## config.mk

```make
export PLATFORM = sky130hd
export DESIGN_NAME = stream_stall_timer
export DESIGN_NICKNAME = d
export VERILOG_FILES = /design/src/rtl/stt_pkg.sv /design/src/rtl/stt_prescaler.sv /design/src/rtl/stt_countdown.sv /design/src/rtl/stt_ctrl.sv /design/src/rtl/stream_stall_timer.sv
export SDC_FILE = /design/constraint.sdc
export NUM_CORES = 1
export LEC_CHECK = 0
export ABC_AREA = 0
export BUFFER_PORTS_ARGS = -buffer_cell sky130_fd_sc_hd__buf_4
export CAP_MARGIN = 25
export CELL_PAD_IN_SITES_DETAIL_PLACEMENT = 1
export CELL_PAD_IN_SITES_GLOBAL_PLACEMENT = 2
export CORE_ASPECT_RATIO = 0.8
export CORE_MARGIN = 5
export CORE_UTILIZATION = 36
export CTS_CLUSTER_SIZE = 10
export DETAILED_ROUTE_END_ITERATION = 8
export GPL_TIMING_DRIVEN = 0
export PLACE_DENSITY_LB_ADDON = 0.1
export SYNTH_ARGS = -nofsm -noshare
export SYNTH_HDL_FRONTEND = slang
export SYNTH_SLANG_ARGS = --single-unit
```

## constraint.sdc

```tcl
create_clock -name clk -period 3.2 [get_ports clk]
set_input_delay 0.64 -clock clk [delete_from_list [all_inputs] [get_ports clk]]
set_output_delay 0.64 -clock clk [all_outputs]
set_load 0.1 [all_outputs]
```

## src/rtl/stt_pkg.sv

```systemverilog
package stt_pkg;
  typedef enum logic [1:0] {
    ST_IDLE  = 2'd0,
    ST_RUN   = 2'd1,
    ST_SPENT = 2'd2
  } stt_state_e;
endpackage

```

## src/rtl/stt_prescaler.sv

```systemverilog
// Divides the clock: one tick every (captured divide value + 1) cycles while run is high.
module stt_prescaler #(
  parameter int PRE_W = 12
) (
  input  logic             clk,
  input  logic             rst,
  input  logic             load,
  input  logic             run,
  input  logic [PRE_W-1:0] div_val,
  output logic             tick
);
  logic [PRE_W-1:0] div_q;
  logic [PRE_W-1:0] cnt_q;

  always_ff @(posedge clk) begin
    if (rst) begin
      div_q <= '0;
      cnt_q <= '0;
    end else if (load) begin
      div_q <= div_val;
      cnt_q <= div_val;
    end else if (run) begin
      if (cnt_q == '0) cnt_q <= div_q;
      else             cnt_q <= cnt_q - PRE_W'(1);
    end
  end

  assign tick = run && (cnt_q == '0);
endmodule

```

## src/rtl/stt_countdown.sv

```systemverilog
// Counts prescaled ticks down from the captured timeout value; a value of 0 acts as 1.
module stt_countdown #(
  parameter int CNT_W = 12
) (
  input  logic             clk,
  input  logic             rst,
  input  logic             load,
  input  logic             tick,
  input  logic [CNT_W-1:0] init_val,
  output logic             expire
);
  localparam logic [CNT_W-1:0] ONE = CNT_W'(1);
  logic [CNT_W-1:0] cnt_q;

  always_ff @(posedge clk) begin
    if (rst)                      cnt_q <= '0;
    else if (load)                cnt_q <= init_val;
    else if (tick && cnt_q > ONE) cnt_q <= cnt_q - ONE;
  end

  assign expire = tick && (cnt_q <= ONE);
endmodule

```

## src/rtl/stt_ctrl.sv

```systemverilog
// Arming / stop / one-shot control with a registered pulse output.
module stt_ctrl
  import stt_pkg::*;
(
  input  logic clk,
  input  logic rst,
  input  logic stall,
  input  logic expire,
  output logic load,
  output logic run,
  output logic pulse
);
  stt_state_e state_q, state_d;

  assign load = (state_q == ST_IDLE) && stall;
  assign run  = (state_q == ST_RUN) && stall;

  always_comb begin
    state_d = state_q;
    case (state_q)
      ST_IDLE:  if (stall) state_d = ST_RUN;
      ST_RUN: begin
        if (!stall)      state_d = ST_IDLE;
        else if (expire) state_d = ST_SPENT;
      end
      ST_SPENT: if (!stall) state_d = ST_IDLE;
      default:  state_d = ST_IDLE;
    endcase
  end

  always_ff @(posedge clk) begin
    if (rst) begin
      state_q <= ST_IDLE;
      pulse   <= 1'b0;
    end else begin
      state_q <= state_d;
      pulse   <= run && expire;
    end
  end
endmodule

```

## src/rtl/stream_stall_timer.sv

```systemverilog
module stream_stall_timer #(
  parameter int PRE_W = 12,
  parameter int CNT_W = 12
) (
  input  logic             clk,
  input  logic             rst,
  input  logic             enable,
  input  logic [PRE_W-1:0] presc_val,
  input  logic [CNT_W-1:0] tmo_val,
  input  logic             pending,
  input  logic             sink_ready,
  output logic             timeout_pulse
);
  logic stall;
  logic load;
  logic run;
  logic tick;
  logic expire;

  assign stall = enable && pending && !sink_ready;

  stt_ctrl u_ctrl (
    .clk    (clk),
    .rst    (rst),
    .stall  (stall),
    .expire (expire),
    .load   (load),
    .run    (run),
    .pulse  (timeout_pulse)
  );

  stt_prescaler #(.PRE_W(PRE_W)) u_pre (
    .clk     (clk),
    .rst     (rst),
    .load    (load),
    .run     (run),
    .div_val (presc_val),
    .tick    (tick)
  );

  stt_countdown #(.CNT_W(CNT_W)) u_cnt (
    .clk      (clk),
    .rst      (rst),
    .load     (load),
    .tick     (tick),
    .init_val (tmo_val),
    .expire   (expire)
  );
endmodule

```

==> results of run 1 <==
==> placed cells by master (no fill, tap or decap), types with 6 or more instances in the layout <==
| cell | netlist | layout |
|---|---|---|
| sky130_fd_sc_hd__buf_4 | 0 | 30 |
| sky130_fd_sc_hd__a211oi_1 | 14 | 14 |
| sky130_fd_sc_hd__inv_1 | 7 | 7 |
| sky130_fd_sc_hd__a21oi_1 | 18 | 18 |
| sky130_fd_sc_hd__nand2_1 | 34 | 34 |
| sky130_fd_sc_hd__xnor2_1 | 10 | 10 |
| sky130_fd_sc_hd__dfxtp_1 | 39 | 39 |
| sky130_fd_sc_hd__clkbuf_1 | 13 | 14 |
| sky130_fd_sc_hd__o21ai_0 | 6 | 6 |
| sky130_fd_sc_hd__nor3_1 | 9 | 9 |
| sky130_fd_sc_hd__nor2_1 | 26 | 26 |
| sky130_fd_sc_hd__nor4_1 | 9 | 8 |
==> critical path: stages (launching register included) <==
cell                       delay [ps]
sky130_fd_sc_hd__dfxtp_1          340
sky130_fd_sc_hd__inv_1            120
sky130_fd_sc_hd__ha_1             160
sky130_fd_sc_hd__or4b_4           510
sky130_fd_sc_hd__or4_4            530
sky130_fd_sc_hd__buf_6            160
sky130_fd_sc_hd__buf_6            140
sky130_fd_sc_hd__nand2_1           60
sky130_fd_sc_hd__o211ai_1          80
sky130_fd_sc_hd__a311oi_1         230
==> worst min-delay path by stage <==
stage | startpoint | to | slack [ps] | depth (start not counted)
CTS | u_pre.div_q[6] | u_pre.div_q[6] | 460 | 2
global placement | u_pre.div_q[3] | u_pre.div_q[3] | 450 | 2
finish | u_pre.div_q[6] | u_pre.div_q[6] | 460 | 2
floorplan | u_pre.div_q[11] | u_pre.div_q[11] | 430 | 2
global route | u_pre.div_q[5] | u_pre.div_q[5] | 490 | 2
detailed placement | u_pre.div_q[6] | u_pre.div_q[6] | 450 | 2
==> power by group through the flow <==
| stage | combinational, mW | sequential [mW] | clock, mW |
|---|---|---|---|
| 6_report | 0.273 | 0.525 | 0.493 |
| 5_1_grt | 0.301 | 0.528 | 0.532 |
| 3_3_place_gp | 0.270 | 0.536 | 0 |
| 4_1_cts | 0.275 | 0.525 | 0.506 |
| 3_5_place_dp | 0.273 | 0.536 | 0 |
| 2_1_floorplan | 0.190 | 0.531 | 0 |
==> per-stage QoR <==
stage	hold WS (ps)	power [mW]	worst slack, ps
after floorplan	433	0.721	979
after global placement	446	0.806	49.6
after detailed placement	449	0.809	800
after CTS	460	1.31	782
after global routing	486	1.36	680
final	459	1.29	782
==> layout make-up <==
| class | instances | area (um^2) | share of cell area, % |
|---|---|---|---|
| sequential | 39 | 781 | 29.7 |
| timing repair buffer | 30 | 225 | 8.58 |
| tap | 81 | 101 | 3.86 |
| clock buffer | 6 | 72.6 | 2.76 |
| inverter | 7 | 26.3 | 1.00 |
| clock inverter | 2 | 60.1 | 2.29 |
| buffer | 19 | 97.6 | 3.72 |
| multi-input combinational | 197 | 1260 | 48.0 |
==> sequential cells by signal (all words and copies together) (netlist names) <==
name            flops
u_pre.cnt_q        12
u_cnt.cnt_q        12
u_ctrl.pulse        1
u_ctrl.state_q      2
u_pre.div_q        12
==> metal layers <==
metal / GRT usage, % / part of all wire, % / vias up
li1: - / - / 1029
met1: 27.8 / 55 / 976
met2: 26.1 / 41 / 31
met3: 3.50 / 3.2 / 2
met4: 4.62 / 0.36 / 0
met5: 0 / 0 / -
==> kinds of logic after synthesis <==
| group | after synthesis | synth area share [%] |
|---|---|---|
| AND/OR/NAND/NOR | 112 | 28.8 |
| AO/OA/AOI/OAI | 63 | 19.4 |
| flip-flops | 39 | 36.2 |
| buffers and inverters | 26 | 5.74 |
| XOR/XNOR | 13 | 5.27 |
| multiplexers | 5 | 2.32 |
| adder cells (fa/ha/maj) | 4 | 2.32 |
==> results.yml, run 1 <==
outcome:
  run_status: "finished clean"
place:
  placed_instance_area_um2: 2490
  dp_hpwl_um: 4770
  place_inst: 373
  gp_congestion: 0.787
  place.port_buffers: 29
pwr:
  p_seq_share_pct: 40.6
  switching_share_pct: 27.4
  cellPowerDensity_nw_per_um2: 492
  p_switching_mw: 0.354
  p_leak_nw: 0.960
  power_report.internal_total_mw: 0.937
  logic_pwr_share_pct: 21.2
  pwr-share-clk_pct: 38.2
  worst_ir_drop_vdd_mv: 0.228
clocking:
  root_buffer: "sky130_fd_sc_hd__clkbuf_8"
  clock_sink_count: 39
  clk_pin_slew_ps: 80
  clock_tree.buffer_depth: 2
  post_cts_buffers: 0
  hold_buffers: 0
  ctsResizeCount: 0
  cts_tree: "yes"
  htreeDepth: 2
  tritoncts.num_buffers: 5
  clock_latency_late_sink_ps: 300
sta:
  setup_tns_ps: 0
  final_hold_viol_count: 0
  timing.clock.skew_ps: 12.8
  period_minus_slack_ps: 2420
  finalMaxSlewViolations: 0
  timing_worst_slew_pin_value_ps: 879
  setup_repair_after_global_routing_missed_its_margin: "no"
  relSlewSlack_pct: 41.3
  layout_worst_path_cycle_share_pct: 75.6
  clock.fmax_mhz: 414
  setup_violations: 0
grt:
  maximum_number_of_pins_on_one_net_before_global_route_repair: 13
  wire_length_of_the_first_global_routing_pass_um: 10700
  grt-ovfl-total: 0
  grtUsageTotal_pct: 18.3
  initial_antenna_violation_count: 0
  grt_pass1_vias: 2031
floorplanning:
  fp.dieArea_um2: 7660
  std_cell_rows: 25
  fp.dieH_um: 79.3
  boundaryPins: 30
  die_width_um: 96.6
  start_util_pct: 36.7
  core-area_um2: 5880
layout:
  antenna_diode_count: 0
  layout.nets: 332
  layout.core_utilization_pct: 44.6
  finish.instance_area_um2: 2630
  area_growth_pct: 21.6
  layout.cells.non_filler: 381
  post_route_cells_drive_above_1_share_pct: 17.7
  layout.filler_cells: 757
worst_setup_path:
  worst_setup_path_startpoint: "u_pre.cnt_q[0]"
  worst_setup_path_start_kind: "flop"
  r2r_setup_slack_ps: 780
  critical_path_peak_fanout: 10
  critical_path.reg2reg.startpoint: "u_pre.cnt_q[0]"
  critPathKind: "flop to flop"
  critical_path_sink_type: "flop"
  crit_end: "u_pre.cnt_q[4]"
  cp.arrival_ps: 2630
  required_ps: 3410
  worstReg2RegEnd: "u_pre.cnt_q[4]"
  worst-r2r-cell-count: 9
drt:
  drt-pass1-iter-count: 4
  detail_route.vias_per_cell: 5.35
  vias: 2038
  antenna_viol_nets_final: 0
  routed_wire_length_per_instance_um: 16.8
  drc_errors: 0
  initial_detailed_routing_violation_count: 69
  routed_wirelength_um: 6390
synth:
  synth_enable_flop_cells: 0
  syn-instance-count: 262
  synth_top_area_cell: "sky130_fd_sc_hd__dfxtp_1"
  top_ff_cell_synth: "sky130_fd_sc_hd__dfxtp_1"
  synth_unique_cells: 42
  yosysMostFrequentCell: "sky130_fd_sc_hd__dfxtp_1"
  ys_warn_count: 0
  mean_syn_cell_area_um2: 8.24
  syn-num-nets: 295
  synth_seq_cells: 39
  yosysTopAreaCellShare_pct: 36.2
  syn_area_um2: 2160
  synth_commonest_cells: "sky130_fd_sc_hd__dfxtp_1 (39), sky130_fd_sc_hd__nand2_1 (34), sky130_fd_sc_hd__nor2_1 (26)"
  sequential_to_total_area_share_from_yosys_stat_pct: 36.2
  ys_top_cells_by_area: "sky130_fd_sc_hd__dfxtp_1 (36%), sky130_fd_sc_hd__nand2_1 (5.9%), sky130_fd_sc_hd__a211oi_1 (4.9%)"
  synthArstFlopShare_pct: 0
min_path:
  hold_path.class: "flop to flop"
run:
  maxCapViolCount: 0
Note: power is estimated with default switching activity, not from simulation.
==> inputs of run 2 (changes only) <==
- CORE_UTILIZATION: 36 -> 34
- clock period: 3.2 -> 2.5 ns (I/O delays scaled with it)
==> run 2 against run 1 <==
Against the previous run:
- utilization down 2.9 points
- sequential cell count unchanged
- sequential share of layout area up 0.20 points
- first-iteration DRC count up 55%
- critical path type unchanged
==> results.yml, run 2 (synthesis results as in run 1) <==
pwr:
  worst_ir_drop_vdd_mv: 0.214
  p_switching_mw: 0.464
  logic_pwr_share_pct: 24.1
  p_seq_share_pct: 45.5
  cellPowerDensity_nw_per_um2: 565
  switching_share_pct: 31.3
  p_leak_nw: 0.955
  pwr-share-clk_pct: 30.3
  power_report.internal_total_mw: 1.02
layout:
  mostFrequentLayoutCell: "sky130_fd_sc_hd__dfxtp_1"
  layout.cells.most_common_list: "sky130_fd_sc_hd__dfxtp_1 (38), sky130_fd_sc_hd__nand2_1 (34), sky130_fd_sc_hd__buf_4 (32)"
  layout.cells.non_filler: 385
  layout.nets: 334
  area_growth_pct: 21.3
  finish.instance_area_um2: 2620
  reg.largest.list: "u_cnt.cnt_q x12, u_pre.cnt_q x12, u_pre.div_q x12"
  antenna_diode_count: 0
  post_route_cells_drive_above_1_share_pct: 19.9
grt:
  initial_antenna_violation_count: 0
  maximum_number_of_pins_on_one_net_before_global_route_repair: 12
  grtUsageTotal_pct: 18.3
  wire_length_of_the_first_global_routing_pass_um: 11400
  grt_pass1_vias: 2064
  grt-ovfl-total: 0
drt:
  initial_detailed_routing_violation_count: 107
  drc_errors: 0
  routed_wirelength_um: 7030
  vias: 2098
  routed_wire_length_per_instance_um: 18.3
  detail_route.vias_per_cell: 5.45
  antenna_viol_nets_final: 0
  drt-pass1-iter-count: 4
place:
  placed_instance_area_um2: 2500
  gp_congestion: 0.813
  place.port_buffers: 29
  dp_hpwl_um: 5070
  place_inst: 376
floorplanning:
  boundaryPins: 30
  start_util_pct: 34.4
  std_cell_rows: 26
  fp.dieArea_um2: 8060
  core-area_um2: 6280
  die_width_um: 99.1
  fp.dieH_um: 81.3
clocking:
  clk_pin_slew_ps: 80
  tritoncts.num_buffers: 5
  cts_tree: "yes"
  clock_tree.buffer_depth: 2
  clock_latency_late_sink_ps: 290
  hold_buffers: 0
  clock_sink_count: 39
  htreeDepth: 2
  root_buffer: "sky130_fd_sc_hd__clkbuf_8"
min_path:
  holdPathStages: 3
  worstHoldStart: "tmo_val[1]"
  min_to: "u_cnt.cnt_q[1]"
  hold_path.class: "primary input to flop"
sta:
  relSlewSlack_pct: 54.2
  finalMaxSlewViolations: 0
  timing.clock.skew_ps: 6.38
  period_minus_slack_ps: 2280
  worst_hold_slack_ps: 447
  setup_violations: 0
  timing_worst_slew_pin_value_ps: 688
  setup_repair_after_global_routing_missed_its_margin: "no"
  final_hold_viol_count: 0
  clock.fmax_mhz: 438
  layout_worst_path_cycle_share_pct: 91.2
worst_setup_path:
  critical_path_peak_fanout: 6
  cp.arrival_ps: 2490
  critical_path.reg2reg.startpoint: "u_pre.cnt_q[0]"
  required_ps: 2710
  r2r_setup_slack_ps: 220
  critical_path_sink_type: "flop"
  worstReg2RegEnd: "u_cnt.cnt_q[11]"
  worst-r2r-cell-count: 8
  critPathKind: "flop to flop"
  worst_setup_path_start_kind: "flop"
outcome:
  run_status: "finished clean"
run:
  maxCapViolCount: 0
run 2: changes by cell type in the layout (fill, tap and decap cells not counted), sizes merged:
cell / delta
clkinv: +1
buf: +2
bufinv: -2
run 2: layout make-up:
type	instances	area, um^2
timing repair buffer	33	245
multi-input combinational	197	1280
inverter	7	26.3
clock inverter	1	5.00
tap	84	105
clock buffer	6	82.6
sequential	39	785
buffer	18	90.1
fill	789	3660
run 2: per-layer routing:
layer / global-route usage [%] / vias up / routed length, um
met5: 0 / - / 0
met4: 4.09 / 0 / 48
met3: 3.43 / 4 / 308
met2: 25.3 / 38 / 2860
met1: 28.7 / 1021 / 3820
li1: - / 1035 / -
run 2: worst max-delay path by stage:
stage | from | end | slack [ps]
finish | u_pre.cnt_q[0] | u_cnt.cnt_q[11] | 220
floorplan | u_pre.cnt_q[0] | u_pre.cnt_q[8] | 280
global placement | sink_ready | u_pre.cnt_q[10] | -520
global route | u_pre.cnt_q[0] | u_cnt.cnt_q[8] | 10
CTS | u_cnt.cnt_q[2] | u_cnt.cnt_q[6] | 10
detailed placement | u_cnt.cnt_q[2] | u_cnt.cnt_q[6] | 70
run 2: power groups by stage:
stage / clock (mW) / combinational [mW] / sequential [mW]
after floorplan: 0 / 0.244 / 0.679
after detailed placement: 0 / 0.355 / 0.687
after global routing: 0.489 / 0.397 / 0.678
after global placement: 0 / 0.347 / 0.686
after CTS: 0.462 / 0.356 / 0.672
final: 0.449 / 0.357 / 0.673
run 2: critical path, stage by stage, from the launching register on:
cell and delay (ps):
sky130_fd_sc_hd__dfxtp_4 360, sky130_fd_sc_hd__inv_2 70, sky130_fd_sc_hd__ha_1 130, sky130_fd_sc_hd__or4b_4 490, sky130_fd_sc_hd__nand4bb_4 330, sky130_fd_sc_hd__buf_8 200
sky130_fd_sc_hd__nor4_4 290, sky130_fd_sc_hd__xnor2_1 100, sky130_fd_sc_hd__a211oi_1 220
run 2: repair_timing:
action,in CTS,in global routing
setup buffers,0,3
setup endpoints to repair,0,11
gates resized for setup,0,8
run 2: metrics by stage:
stage	power [mW]	util, %	setup slack (ps)	setup TNS [ps]
final	1.48	41.7	219	0
after CTS	1.49	41.2	13.6	0
after global placement	1.03	39.5	-521	-5520
after detailed placement	1.04	39.8	68.8	0
after floorplan	0.923	-	279	0
after global routing	1.56	41.7	14.2	0
